==> src/rtl/page_write_ctrl.sv <==
module page_write_ctrl #(
  parameter int ADDR_W    = 13,
  parameter int PAGE_W    = 6,
  parameter int WC_CYCLES = 500000
) (
  input  logic              clk,
  input  logic              rst_n,
  input  logic              wr_start,
  input  logic [15:0]       start_addr,
  input  logic              byte_valid,
  input  logic [7:0]        byte_data,
  input  logic              wr_perm,
  input  logic              cs_rise,
  input  logic              cs_partial,
  output logic [ADDR_W-1:0] next_addr,
  output logic              busy,
  output logic              wel_clr,
  output logic              mem_we,
  output logic [ADDR_W-1:0] mem_addr,
  output logic [7:0]        mem_wdata
);
  localparam int NBYTES = 1 << PAGE_W;
  localparam int CNT_W  = (WC_CYCLES > 2) ? $clog2(WC_CYCLES) : 1;

  logic                     sess;
  logic [ADDR_W-PAGE_W-1:0] page;
  logic [PAGE_W-1:0]        ptr;
  logic [7:0]               pbuf [NBYTES];
  logic [NBYTES-1:0]        ld;
  logic [CNT_W-1:0]         cnt;
  logic [PAGE_W:0]          walk;

  wire idle  = ~busy;
  wire open_ = idle & wr_start;
  wire take  = idle & ~wr_start & sess & byte_valid;
  wire any   = (|ld) | (take & wr_perm);
  wire go    = idle & ~wr_start & sess & cs_rise & ~cs_partial & any;

  always_ff @(posedge clk) begin
    if (!rst_n) begin
      sess <= 1'b0;
      page <= '0;
      ptr  <= '0;
      ld   <= '0;
    end else if (open_) begin
      sess <= 1'b1;
      page <= start_addr[ADDR_W-1:PAGE_W];
      ptr  <= start_addr[PAGE_W-1:0];
      ld   <= '0;
    end else if (idle) begin
      if (take) begin
        ld[ptr] <= wr_perm;
        ptr     <= ptr + 1'b1;
      end
      if (cs_rise) sess <= 1'b0;
    end
  end

  always_ff @(posedge clk) begin
    if (take) pbuf[ptr] <= byte_data;
  end

  always_ff @(posedge clk) begin
    if (!rst_n) begin
      busy    <= 1'b0;
      wel_clr <= 1'b0;
      cnt     <= '0;
      walk    <= '0;
    end else begin
      wel_clr <= busy && (cnt == '0);
      if (go) begin
        busy <= 1'b1;
        cnt  <= CNT_W'(WC_CYCLES - 1);
        walk <= '0;
      end else if (busy) begin
        if (!walk[PAGE_W]) walk <= walk + 1'b1;
        if (cnt == '0) busy <= 1'b0;
        else           cnt  <= cnt - 1'b1;
      end
    end
  end

  assign next_addr = {page, ptr};
  assign mem_we    = busy & ~walk[PAGE_W] & ld[walk[PAGE_W-1:0]];
  assign mem_addr  = {page, walk[PAGE_W-1:0]};
  assign mem_wdata = pbuf[walk[PAGE_W-1:0]];
endmodule


==> config.mk <==
export PLATFORM = sky130hd
export DESIGN_NAME = page_write_ctrl
export DESIGN_NICKNAME = d
export VERILOG_FILES = /design/src/rtl/page_write_ctrl.sv
export SDC_FILE = /design/constraint.sdc
export NUM_CORES = 1
export LEC_CHECK = 0
export CORE_ASPECT_RATIO = 0.6
export CORE_UTILIZATION = 60
export DETAILED_ROUTE_END_ITERATION = 12
export PLACE_DENSITY = 0.78
export SLEW_MARGIN = 15
export SYNTH_ARGS = -nofsm -noshare
export SYNTH_HDL_FRONTEND = slang
export SYNTH_SLANG_ARGS = --single-unit
==> constraint.sdc <==
create_clock -name clk -period 6.9 [get_ports clk]
set_input_delay 1.035 -clock clk [delete_from_list [all_inputs] [get_ports clk]]
set_output_delay 1.035 -clock clk [all_outputs]
set_load 0.03 [all_outputs]
Yosys cells after proc, flatten, opt, wreduce, memory -nomap -nowiden
Memory sizes are Yosys's and may differ from the RTL's. A register that Yosys moved wholly into a read port is not among the register bits.
Cells that the tools add are included.
- $add $sub $neg: 3
- order comparisons: 3
- eq/ne operators: 2
- muxes and demuxes: 22
- bitwise logic cells: 17
- reductions and logical operators: 15
- operators with widths (kind ; number):
    $bwmux W64 ; 1
    $reduce_or A64 Y1 ; 1
    $mux W19 ; 3
    $mux W6 ; 5
    $logic_not A19 Y1 ; 1
    $sub A19 B1 Y19 const B ; 1
    $lt A6 B7 Y1 const B ; 2
    $reduce_and A2 Y1 ; 6
    $and A1 B1 Y1 ; 10
    $mux W1 ; 10
    $add A7 B1 Y7 const B ; 1
    $mux W7 ; 1
    $add A6 B1 Y6 const B ; 1
    $bmux W1 S6 ; 1
    $demux W1 S6 ; 1
    $ge A6 B1 Y1 const B ; 1
    $not A1 Y1 ; 6
    $reduce_bool A2 Y1 ; 3
    $reduce_or A2 Y1 ; 2
    $logic_and A1 B1 Y1 ; 2
    $ne A2 B1 Y1 const B ; 1
    $ne A2 B2 Y1 const B ; 1
    $or A1 B1 Y1 ; 1
- flip-flop bits (word level): 106
- bits in writable memories: 512
- input bits: 31
- output and inout bits: 37
- word-level logic and storage cells: 73
- memories kept: 1
- memory list (name ; words ; width ; rd ports ; clocked after Yosys merged registers in ; write ports ; RTL line ; RTL):
    pbuf ; 64 ; 8 ; 1 ; 1 ; 1 ; 28 ; logic [7:0] pbuf [NBYTES];

Depth between registers and ports, before layout
- depth after elaboration: 9
- depth in mapped cells: 9
- mapped depth without buffers: 7

Least setup slack after synthesis
Ideal clock, no wire load.
- path type: register to output
- start point: register with a tool-made name
- end point: output port mem_wdata[0]
- arrival time: 2.195 ns
- required time: 5.865 ns
- slack: 3.670 ns
- stages on the path, launching flop included: 9
- path buffers: 3
- cells stage by stage: dfxtp_1 > buf_4 > buf_2 > buf_2 > mux4_2 > o22ai_1 > nor3_1 > nor2_1 > o31ai_1
- RTL lines (item ; RTL line ; RTL):
    end: declaration ; 20 ; output logic [7:0] mem_wdata

==> results by stage <==
Power:
- Of the total power, the share spent switching nets is 20.36%.
- The proportion of power drawn by the clock network is 40.7%.
- The power density over the cells is between 200 and 300 nW/um2.
- Combinational logic is responsible for 2.3% of the overall power.
- For this design the total switching power over the nets is ~1500 uW.
- The worst-case IR drop observed on VDD is approximately 210 uV.
- The part of the total power dissipated in sequential elements is between 50% and 60%.
- The internal power of the cells totals 5701 uW.
- The leakage power of the design is between 0.008 and 0.009 uW.

Timing:
- Setup repair after global routing left no endpoint under its margin.
- Adding up every negative setup slack in the final design gives 0 ns.
- After layout, the worst setup slack is about 1.5 ns.
- Clock skew on the completed layout was measured at ~0.022 ns.
- The worst pin sits at a relative slew slack of between 10% and 20%.
- For the pin with the worst max-slew slack, the measured transition is about 1.2 ns.
- The final-report hold violation count is 0.
- The setup-violating endpoint count in the final report is 0.
- Subtracting the final worst setup slack from the clock period gives 5.432 ns.
- The number of max-slew violations in the final report is 0.
- For this run, the top clock speed supported by timing is about 180 MHz.
- The share of the cycle needed by the critical path after routing is approximately four fifths.

Floorplan:
- The starting density of the core is between 60% and 70%.
- The overall die area is around 43000 um2.
- 68 I/O pins were placed.
- The die height is 161.1 um.
- The x dimension of the die is roughly 270 um.
- The floorplan has between 50 and 60 rows.
- The core footprint is about 41000 um2.

Final layout:
- In the final layout, the multi-input gates occupy between 7000 and 8000 um2.
- The ratio of cells with drive above 1 in the final layout is 16.87%.
- The number of standard cells in the layout, taps in and fillers out is around 2.2k.
- Relative to the synthesized area, the layout overhead comes to 10.35%.
- The net count of the finished layout is 1645.
- The number of antenna diodes in the final layout is 0.
- The leading cell type in the layout, fill and taps excluded is sky130_fd_sc_hd__edfxtp_1.
- The layout has approximately 2.7k filler cells.
- Across the whole layout, storage elements account for ~18000 um2.
- Leaving out fill and tap cells, the most frequent cells in the layout are sky130_fd_sc_hd__edfxtp_1, sky130_fd_sc_hd__mux4_2, sky130_fd_sc_hd__nor2_1.

Clocking:
- The clock passes through at most 3 buffers.
- The post-cts resize count is 0.
- The insertion delay to the later sink of the worst-skew pair is around 0.59 ns.
- In this run the clock root is driven by a sky130_fd_sc_hd__clkbuf_16.
- TritonCTS built the clock tree.
- The number of clock sinks is approximately 620.
- In this run, post-CTS hold repair placed 0 buffers.
- Clock-pin slew was measured on the worst setup and hold paths at ~0.06 ns.
- Once the clock tree was built, the setup fixing pass inserted 0 buffers.
- The total number of H-tree levels is 2.
- TritonCTS created 54 clock buffers.

Worst setup path:
- The setup check on the worst reg-to-reg path leaves a slack of 3.19 ns.
- The destination of the critical timing path is mem_wdata[1].
- The critical-path maximum fanout is 32.
- The worst setup path is captured at a primary output.
- The worst flop-to-flop path endpoint is pbuf[41][0]$_DFFE_PP_.
- The arrival time reported for the critical path endpoint is between 4 and 5 ns.
- The data required time of the critical path is roughly 5.9 ns.
- The cell with the biggest individual delay on the critical path is sky130_fd_sc_hd__dfxtp_2.
- The worst setup path is launched from a flip-flop.
- The family with the most delay on the worst path is compound AO/OA/AOI/OAI gates.
- The startpoint identified for the worst register-to-register timing path is busy$_SDFF_PN0_.
- The worst register-to-register path has a depth of 4.
- On the worst path, the slowest cell contributes a delay of approximately 1 ns.
- The kind of critical path is flip-flop to primary output.
- The number of buffers and inverters on the critical path is 2.
- Traced cell by cell, the critical path runs through buf_4 -> nand2b_1 -> o22ai_1 -> o31ai_1 -> a31oi_1 -> o21ai_0 -> clkdlybuf4s50_1.
- Counting buffers and inverters, the worst setup path is 7 cells deep.

GRT:
- For met2 alone, demand over resource in global routing was 40.77%.
- The number of global-route vias before repair is 14.46k.
- In the global route stage, met1 resource usage came out at a little over two fifths.
- The number of antenna violations at the first check in global routing is 0.
- In this run the most used layer during global routing was met1.
- For this run, global-route usage on met3 was measured as about 9%.
- For this run the aggregate overflow at the end of global routing stands at 0.
- Global routing used 28.29% of the available tracks across all layers.
- Entering global routing, the biggest net connects between 60 and 70 pins.
- The first-pass GRT wire length is 89.06 mm.

Logic synthesis:
- For this run, the register share of the synthesized area comes to between 60% and 70%.
- After synthesis, the cell types taking the most area are sky130_fd_sc_hd__edfxtp_1, sky130_fd_sc_hd__mux4_2, sky130_fd_sc_hd__dfxtp_1, sky130_fd_sc_hd__a21oi_1, sky130_fd_sc_hd__nor2_1.
- The biggest area contributor in the post-synthesis netlist is sky130_fd_sc_hd__edfxtp_1.
- The top-area cell type share of the netlist area is around three fifths.
- Of all flip-flops after synthesis, the portion carrying an async set or reset was 0%.
- Averaged over all synthesized cells, the footprint is 15.89 um2.
- The number of nets handed over by synthesis was around 1.6k.
- The most frequently used flop master after synthesis is sky130_fd_sc_hd__edfxtp_1.
- The gate count of the mapped netlist is about 1.6k.
- The mapped netlist covers roughly 25000 um2.
- The number of different library cells used by synthesis comes to 62.
- The number of warnings printed during yosys synthesis is 0.
- The number of flops mapped to enable cells by yosys is ~500.
- Counting flops and latches in the post-synthesis netlist gives 624.

Route:
- The total via count in the routed design is between 10k and 15k.
- The number of design-rule violations left by the first detailed-router iteration is ~2.0k.
- The routed wire length is a little under 60 mm.
- The detail-routed net length per standard cell is roughly 27 um.
- The detailed-route vias per instance is approximately 6.7.
- The pre-antenna-repair detailed-routing pass consisted of 6 iterations.
- The DRC violation count after routing is 0.
- The residual antenna-violating net count after detailed routing is 0.

Worst hold path:
- The worst min-delay path startpoint is page[1]$_SDFFE_PN0P_.
- The hold path depth is 2.
- The type of the worst min-delay path is flip-flop to flip-flop.

Placed design:
- The half-perimeter wire length of the detailed placement result is 36.70 mm.
- The minimum setup slack after placement is 1.900 ns.
- The count of buffers added on input and output ports is 64.
- The instance count after placement with tap cells included is ~2.1k.
- The weighted congestion at the end of routability-driven global placement is approximately 0.9.

Status:
- The flow ran to the end, and the final reports show no timing, DRC or antenna violations.

Run:
- Across the run, the number of max-cap violations was 0.
## flip-flops by register name, summed over array words and instances (netlist names), named ones only
name	cells
wel_clr	1
pbuf	512
sess	1
page	7
busy	1
ld	64
walk	7
ptr	6
cnt	19
## worst min-delay path by stage
stage | slack [ns] | endpoint
final | 0.47 | page[1]$_SDFFE_PN0P_
after global routing | 0.50 | page[1]$_SDFFE_PN0P_
after CTS | 0.48 | page[1]$_SDFFE_PN0P_
after detailed placement | 0.47 | page[1]$_SDFFE_PN0P_
after global placement | 0.46 | page[3]$_SDFFE_PN0P_
after floorplan | 0.46 | ld[22]$_SDFFE_PP0P_
## worst min-delay path, stage by stage, from the launching register on
cell and delay [ns]:
sky130_fd_sc_hd__dfxtp_1 0.32, sky130_fd_sc_hd__nand2_1 0.05, sky130_fd_sc_hd__a21oi_1 0.05
## cell type report
class / instances / share of cell area (%)
clock inverters: 23 / 0.5558
flip-flops and latches: 624 / 63.15
inverters: 6 / 0.08068
multi-input cells: 841 / 25.42
clock buffers: 76 / 5.473
repair buffers: 84 / 2.815
well taps: 560 / 2.510
## kinds of logic (layout without fill, tap and decap cells)
kind of cell / count (synthesis) / count (layout) / synth area share, %
simple gates: 370 / 370 / 7.266
mux: 178 / 178 / 13.49
compound gates: 265 / 265 / 6.217
flops: 624 / 624 / 69.64
xor+xnor: 25 / 25 / 0.8656
fa+ha+maj: 3 / 3 / 0.1484
buf+inv: 127 / 189 / 2.374
## through the flow
stage | power (uW) | utilization [%] | hold WS, ns | instance area, um2
floorplan | 4235 | - | 0.4633 | 25300
global placement | 4318 | 63.85 | 0.4563 | 26180
global route | 7339 | 68.07 | 0.4963 | 27910
finish | 7158 | 68.07 | 0.4719 | 27910
detailed placement | 4325 | 63.85 | 0.4667 | 26180
CTS | 7177 | 67.95 | 0.4753 | 27870
## power groups by stage
stage / sequential [uW] / combinational [uW] / clock [uW]
3_5_place_dp: 4170 / 156 / 0
3_3_place_gp: 4170 / 150 / 0
5_1_grt: 4090 / 171 / 3080
4_1_cts: 4090 / 157 / 2930
2_1_floorplan: 4170 / 62.7 / 0
6_report: 4090 / 161 / 2910
## per-layer routing
metal / up-vias / part of all wire [%]
li1: 6301 / -
met1: 7475 / 40
met2: 969 / 44
met3: 103 / 13
met4: 0 / 2.2
met5: - / 0
## cells in the mapped netlist, drive strengths merged, types with 23 or more instances
master / count
edfxtp: 512
o22ai: 24
mux4: 128
mux2i: 27
nand3: 46
nor4: 24
nor3: 27
clkbuf: 67
a21oi: 92
mux2: 23
o21ai: 76
nand2: 74
nor2: 115
buf: 54
dfxtp: 112
Power figures use the tool's default switching activity.
